$ cat src/rtl/sis_pkg.sv
package sis_pkg;
    typedef enum logic [1:0] {
        ST_LOAD   = 2'd0,
        ST_DECIDE = 2'd1,
        ST_STREAM = 2'd2
    } sis_state_e;
endpackage

$ cat src/rtl/sis_edge_counter.sv
module sis_edge_counter #(
    parameter int N  = 16,
    parameter int CW = (N > 1) ? $clog2(N) : 1
) (
    input  logic          clk,
    input  logic          rst_n,
    input  logic          step,
    input  logic          first,
    input  logic          bit_in,
    output logic [CW-1:0] buf_c,
    output logic [CW-1:0] inv_c
);
    logic prev_q;

    // A differing neighbour pair is a transition of the raw pattern.
    // Under the alternating mask, only an equal pair becomes a transition.
    always_ff @(posedge clk or negedge rst_n) begin
        if (!rst_n) begin
            prev_q <= 1'b0;
            buf_c  <= '0;
            inv_c  <= '0;
        end else if (step) begin
            prev_q <= bit_in;
            if (first) begin
                buf_c <= '0;
                inv_c <= '0;
            end else if (bit_in != prev_q) begin
                buf_c <= buf_c + 1'b1;
            end else begin
                inv_c <= inv_c + 1'b1;
            end
        end
    end

    AST_CLR_ON_FIRST: assert property (@(posedge clk) disable iff (!rst_n)
        (step && first) |=> (buf_c == '0 && inv_c == '0));
endmodule

$ cat src/rtl/sis_pattern_buf.sv
module sis_pattern_buf #(
    parameter int N  = 16,
    parameter int IW = (N > 1) ? $clog2(N) : 1
) (
    input  logic          clk,
    input  logic          rst_n,
    input  logic          wr_en,
    input  logic [IW-1:0] idx,
    input  logic          wr_bit,
    output logic          rd_bit
);
    logic [N-1:0] pat_q;

    for (genvar g = 0; g < N; g++) begin : g_cell
        always_ff @(posedge clk or negedge rst_n) begin
            if (!rst_n)
                pat_q[g] <= 1'b0;
            else if (wr_en && idx == IW'(g))
                pat_q[g] <= wr_bit;
        end
    end

    assign rd_bit = pat_q[idx];
endmodule

$ cat src/rtl/scan_inv_sel.sv
module scan_inv_sel #(
    parameter int N  = 16,
    parameter int CW = (N > 1) ? $clog2(N) : 1
) (
    input  logic          clk,
    input  logic          rst_n,
    input  logic          in_vld,
    input  logic          in_bit,
    output logic          done,
    output logic          sel_inv,
    output logic [CW-1:0] buf_cnt,
    output logic [CW-1:0] inv_cnt,
    output logic          out_vld,
    output logic          out_bit,
    output logic          out_last
);
    import sis_pkg::*;

    localparam int             IW   = CW;
    localparam logic [IW-1:0]  LAST = IW'(N - 1);

    sis_state_e    state_q, state_d;
    logic [IW-1:0] idx_q, idx_d;
    logic          accept;
    logic          rd_bit;

    assign accept = (state_q == ST_LOAD) && in_vld;

    sis_edge_counter #(.N(N), .CW(CW)) u_cnt (
        .clk    (clk),
        .rst_n  (rst_n),
        .step   (accept),
        .first  (idx_q == '0),
        .bit_in (in_bit),
        .buf_c  (buf_cnt),
        .inv_c  (inv_cnt)
    );

    sis_pattern_buf #(.N(N), .IW(IW)) u_buf (
        .clk    (clk),
        .rst_n  (rst_n),
        .wr_en  (accept),
        .idx    (idx_q),
        .wr_bit (in_bit),
        .rd_bit (rd_bit)
    );

    // State register
    always_ff @(posedge clk or negedge rst_n) begin
        if (!rst_n) begin
            state_q <= ST_LOAD;
            idx_q   <= '0;
        end else begin
            state_q <= state_d;
            idx_q   <= idx_d;
        end
    end

    // Next-state logic
    always_comb begin
        state_d = state_q;
        idx_d   = idx_q;
        unique case (state_q)
            ST_LOAD: begin
                if (in_vld) begin
                    if (idx_q == LAST) begin
                        idx_d   = '0;
                        state_d = ST_DECIDE;
                    end else begin
                        idx_d = idx_q + 1'b1;
                    end
                end
            end
            ST_DECIDE: state_d = ST_STREAM;
            ST_STREAM: begin
                if (idx_q == LAST) begin
                    idx_d   = '0;
                    state_d = ST_LOAD;
                end else begin
                    idx_d = idx_q + 1'b1;
                end
            end
            default: state_d = ST_LOAD;
        endcase
    end

    // Outputs; the mask bit is 1 at even stream positions
    always_comb begin
        done     = 1'b0;
        out_vld  = 1'b0;
        out_last = 1'b0;
        sel_inv  = (inv_cnt < buf_cnt);
        out_bit  = 1'b0;
        unique case (state_q)
            ST_LOAD:   ;
            ST_DECIDE: done = 1'b1;
            ST_STREAM: begin
                out_vld  = 1'b1;
                out_last = (idx_q == LAST);
                out_bit  = rd_bit ^ (sel_inv & ~idx_q[0]);
            end
            default: ;
        endcase
    end

    AST_DONE_PULSE: assert property (@(posedge clk) disable iff (!rst_n)
        done |=> !done);
    AST_CNT_SUM: assert property (@(posedge clk) disable iff (!rst_n)
        done |-> ({1'b0, buf_cnt} + {1'b0, inv_cnt}) == (CW+1)'(N - 1));
    AST_STREAM_FOLLOWS: assert property (@(posedge clk) disable iff (!rst_n)
        done |=> out_vld);
    AST_HOLD_DECISION: assert property (@(posedge clk) disable iff (!rst_n)
        out_vld |-> ($stable(buf_cnt) && $stable(inv_cnt) && $stable(sel_inv)));
    AST_LAST_ENDS: assert property (@(posedge clk) disable iff (!rst_n)
        out_last |=> !out_vld);
    AST_NO_IDLE_STREAM: assert property (@(posedge clk) disable iff (!rst_n)
        out_vld |-> !done);
endmodule

$ cat config.mk
export PLATFORM = sky130hd
export DESIGN_NAME = scan_inv_sel
export DESIGN_NICKNAME = d
export VERILOG_FILES = /design/src/rtl/sis_pkg.sv /design/src/rtl/sis_edge_counter.sv /design/src/rtl/sis_pattern_buf.sv /design/src/rtl/scan_inv_sel.sv
export SDC_FILE = /design/constraint.sdc
export NUM_CORES = 1
export LEC_CHECK = 0
export BUFFER_PORTS_ARGS = -buffer_cell sky130_fd_sc_hd__buf_2
export CAP_MARGIN = 20
export CORE_AREA = 2 2 62 64
export CTS_BUF_LIST = sky130_fd_sc_hd__clkbuf_8
export CTS_CLUSTER_SIZE = 8
export DETAILED_ROUTE_END_ITERATION = 12
export DIE_AREA = 0 0 64 66
export HOLD_SLACK_MARGIN = 0.12
export PLACE_DENSITY = 0.64
export SLEW_MARGIN = 20
export SYNTH_ARGS = -nofsm -noshare
export SYNTH_HDL_FRONTEND = slang
export SYNTH_SLANG_ARGS = --single-unit
$ cat constraint.sdc
create_clock -name clk -period 2.67 [get_ports clk]
set_clock_uncertainty 0.2 [all_clocks]
set_input_delay 0.534 -clock clk [delete_from_list [all_inputs] [get_ports clk]]
set_output_delay 0.534 -clock clk [all_outputs]
set_load 0.05 [all_outputs]
==> Word level (Yosys, flattened, before mapping) <==
Index checks and enable logic that the tools add are counted.
{ "totals": {"elab_cells": 93, "regBits": 31, "in_bits": 4, "output_inout_bits": 13} }
{ "op_classes": {"bitwise_logic": 3, "magnitude_cmp": 2, "eq_ne": 22, "addsub": 3, "reduce_logical": 25, "muxes": 17} }
{ "ops": {"columns": ["cell", "count"], "rows": [
  ["$eq 4x4->1 const B", 8],
  ["$mux 4", 6],
  ["$logic_and 1x1->1", 17],
  ["$eq 4x3->1 const B", 4],
  ["$add 4x1->4 const B", 3],
  ["$eq 4x2->1 const B", 2],
  ["$pmux 4 s2", 1],
  ["$mux 2", 3],
  ["$pmux 2 s3", 1],
  ["$reduce_and 2->1", 3],
  ["$lt 4x5->1 const B", 1],
  ["$mux 1", 5],
  ["$bmux 1 s4", 1],
  ["$eq 4x1->1 const B", 1],
  ["$logic_not 4->1", 1],
  ["$lt 4x4->1", 1],
  ["$ne 2x1->1 const B", 2],
  ["$ne 2x2->1 const B", 2],
  ["$reduce_bool 2->1", 2],
  ["$reduce_and 3->1", 1],
  ["$eq 2x1->1 const B", 1],
  ["$eq 2x2->1 const B", 1],
  ["$logic_not 2->1", 1],
  ["$and 1x1->1", 1],
  ["3 further kinds", 3]
]} }

==> Depth between registers and ports, before layout <==
{ "logic_depth": {"ltp_word": 4, "ltp_mapped": 9, "depth_no_buf": 7} }

==> By module <==
Synthesis repeated with hierarchy kept, for this count alone.
{ "hier_totals": {"hier_cells": 171, "area_unflattened_um2": 1826.8} }
{ "by_module_without_submodules": {"columns": ["module", "seq_area_each_um2", "n_inst", "area_per_inst_um2", "cells_per_inst"], "rows": [
  ["sis_pattern_buf", 400.4, 1, 857.1, 71],
  ["sis_edge_counter", 225.2, 1, 525.5, 54],
  ["scan_inv_sel", 150.1, 1, 444.2, 46]
]} }

==> Worst setup path after synthesis <==
Ideal clock, no wire load.
{ "synth_timing": {"kind": "register to output", "startpoint": "reg u_cnt.buf_c[3]", "endpoint": "out out_bit", "setup_slack_ps": -440, "arrival_ps": 2376, "path_stages_with_launch": 7, "required_time_ps": 1936, "n_path_buf": 0, "cell_sequence": "dfrtp_1 inv_1 ha_1 a21o_1 a311o_2 xor2_1 nor2_1"} }
{ "synth_between": {"elab_chain_cells": 4} }
{ "synth_rtl": {"columns": ["element", "line", "source"], "rows": [
  ["from (decl)", "sis_edge_counter.sv:10", "output logic [CW-1:0] buf_c,"],
  ["from (signal assigned)", "sis_edge_counter.sv:28", "buf_c <= buf_c + 1'b1;"],
  ["$lt 4x4->1", "scan_inv_sel.sv:92", "sel_inv = (inv_cnt < buf_cnt);"],
  ["$and 1x1->1", "scan_inv_sel.sv:100", "out_bit = rd_bit ^ (sel_inv & ~idx_q[0]);"],
  ["$xor 1x1->1", "scan_inv_sel.sv:100", null],
  ["$mux 1", "scan_inv_sel.sv:94", "unique case (state_q)"],
  ["to (decl)", "scan_inv_sel.sv:14", "output logic out_bit,"]
]} }
Every way passes these cells.

==> Worst setup path in the final report <==
{ "layout_timing": {"startpoint": "reg u_cnt.buf_c[1]", "endpoint": "out out_bit"} }
Same word-level chain as after synthesis.

==> results.py <==
metrics = {
    "run_status": {
        "status": "complete, but fails checks",
        "violations": "negative setup slack",
    },
    "floorplan": {
        "die-area_um2": 4220,
        "io_pins": 17,
        "num_rows": 22,
        "fp.dieW_um": 64,
        "start_util": 0.485,
        "fp.dieH_um": 66,
        "core_area_um2": 3550,
    },
    "global_routing": {
        "antenna_found_initial": 0,
        "grt-ovfl-total": 0,
        "grtUsageTotal": 0.191,
        "grt_first_pass_wirelength_mm": 5.98,
        "grt_max_degree": 32,
        "grt_pass1_vias": 1272,
    },
    "layout": {
        "nNetsFinal": 195,
        "final_cells": 231,
        "finalInstanceArea_um2": 1980,
        "area_delta_synth_final_pct": 14.8,
        "fin_util": 0.556,
        "n_antenna_cell": 0,
        "drive_above_1_share": 0.240,
    },
    "clocking": {
        "cts-htree-levels": 2,
        "cts_buffer_depth": 2,
        "cts.sinks": 31,
        "clock_latency_ns": 0.28,
        "cts_buffers": 5,
        "root_buffer": "clkbuf_8",
        "cts_tree": "built",
        "path_clk_slew_ns": 0.06,
    },
    "sta": {
        "finalMaxSlewViolations": 0,
        "fin_crit_ns": 2.71,
        "fmax_ghz": 0.369,
        "setup_violations": 1,
        "hold_viol": 0,
        "max_slew_margin": 0.536,
        "setup_ws_ns": -0.0382,
        "tightest_slew_ns": 0.695,
        "rsz0062_at_grt": "true",
        "fin_crit_sh": 1.01,
    },
    "worst_setup_path": {
        "crit_type": "register to output pin",
        "end_kind": "output pin",
        "critPathArrivalTime_ns": 1.97,
        "r2r_slack_ns": 0.24,
        "critPathLaunchType": "register",
        "required_ns": 1.94,
        "cp_max_fo": 2,
    },
    "yosys": {
        "synth_cell_types": 35,
        "ys_warn_count": 0,
        "synth-xor-area-share": 0.0203,
        "synthDominantCellAreaShare": 0.451,
        "ys_ff_latch": 31,
        "synth.mux.area_fraction": 0.196,
        "syn_area_um2": 1720,
        "syn_area_per_cell_um2": 10.8,
        "synth_edf_count": 0,
        "synthSimpleGateAreaFrac": 0.145,
        "yosysTopAreaCell": "dfrtp_1",
        "synthesis.nets": 172,
        "postSynthCellCount": 159,
        "synth_top_family_by_area": "multiplexers",
        "synthAdderAreaFrac": 0.0654,
        "yosysSeqAreaShare": 0.451,
        "synth_compound_area_frac": 0.0828,
        "synthTopCellsByArea": "dfrtp_1 45%, mux2_1 9.8%, ha_1 6.5%",
        "synth_ff_type": "dfrtp_1",
        "synthArstFlopShare": 1.00,
    },
    "place": {
        "pre_cts_ws_ns": 0.0684,
        "placement.io_buffers": 16,
        "placed_area_um2": 1860,
        "dp.cells": 220,
        "place_hpwl_mm": 2.48,
        "gp_congestion": 0.773,
    },
    "drt": {
        "drt_iter0_drc": 92,
        "drc": 0,
        "drt-total-wl_mm": 3.44,
        "detail_route.wl_per_cell_um": 14.9,
        "vias": 1244,
        "avgViaCountPerCell": 5.39,
        "dr.pass1.iters": 4,
        "ant_nets": 0,
    },
    "flow_run": {
        "drv_cap": 0,
    },
    "hold_path": {
        "min_path_type": "input pin to asynchronous set/reset pin",
    },
}
==> Yosys cell counts (3+ instances only) <==
library cell	number
mux4_1	4
mux2_1	15
mux2i_1	3
dfrtp_1	31
nor2_1	9
o21ai_1	7
a21oi_1	3
ha_1	9
mux2_2	3
a21o_1	3
inv_1	5
nand3_1	4
nand2_1	28
==> placed cells by master (no fill, tap or decap), types with 3 or more instances in the layout <==
cell type,instances
a21o_1,3
a21oi_1,3
buf_2,15
buf_4,6
clkbuf_8,5
dfrtp_1,30
ha_1,8
inv_1,6
inv_2,3
mux2_1,15
mux2_2,3
mux2i_1,3
mux4_2,4
nand2_1,28
nand3_1,4
nor2_1,8
o21ai_1,7
==> area by class of cell <==
class / instances / area [um^2]
Clock buffer: 5 / 68.8
Clock inverter: 3 / 12.5
Fill cell: 323 / 1580
Inverter: 7 / 26.3
Multi-Input combinational cell: 115 / 896
Sequential cell: 31 / 777
Tap cell: 48 / 60.1
Timing Repair Buffer: 22 / 135
==> kinds of logic after synthesis <==
kind of cell,after synthesis
AOI/OAI and AO/OA,22
buffers and inverters,13
DFF,31
adders and majority gates,9
and+or+nand+nor,55
xor gates and xnor gates,4
muxes,25
==> worst paths after layout <==
path                           startpoint  cells past startpoint        endpoint
setup / recovery           u_cnt.buf_c[1]                      7         out_bit
hold / removal                      rst_n                      1  u_cnt.inv_c[0]
setup reg to reg                 idx_q[0]                      8  u_cnt.buf_c[0]
hold reg to reg            u_buf.pat_q[2]                      1  u_buf.pat_q[2]
max in group asynchronous           rst_n                      1        idx_q[0]
min in group clk           u_buf.pat_q[2]                      1  u_buf.pat_q[2]
==> through the flow <==
step                      setup TNS [ns]  hold slack [ns]
after global routing              -0.114            0.155
after detailed placement               0            0.272
after global placement                 0            0.278
final                            -0.0382           0.0962
after floorplan                   -0.113           0.0384
after CTS                        -0.0563            0.120
==> critical path, cell delays in order (launching register included) <==
cell,delay [ns]
dfrtp_1,0.34
inv_1,0.04
ha_1,0.28
a21o_1,0.19
a311o_2,0.40
xor2_2,0.19
nor2_4,0.10
buf_8,0.15
==> routing by layer <==
layer	up-vias	part of all wire	track usage
met5	-	0	0
met4	0	0.018	0.0815
met3	6	0.031	0.0511
met2	21	0.48	0.306
met1	615	0.47	0.242
li1	602	-	-
==> flip-flops by register name, summed over array words and instances, names as in the netlist <==
name,flops
idx_q,4
u_cnt.inv_c,4
state_q,2
u_cnt.prev_q,1
u_cnt.buf_c,4
u_buf.pat_q,16
==> what timing repair did <==
action | CTS | global route
cloned | 0 | 0
pin swaps | 2 | 1
hold buffers | 0 | 0
endpoints found under the setup margin | 1 | 1
buffers inserted | 3 | 0
gates resized for setup | 10 | 1
Power is not shown: default switching activity piles up to over one toggle a cycle in this logic, so the estimate is an artifact.
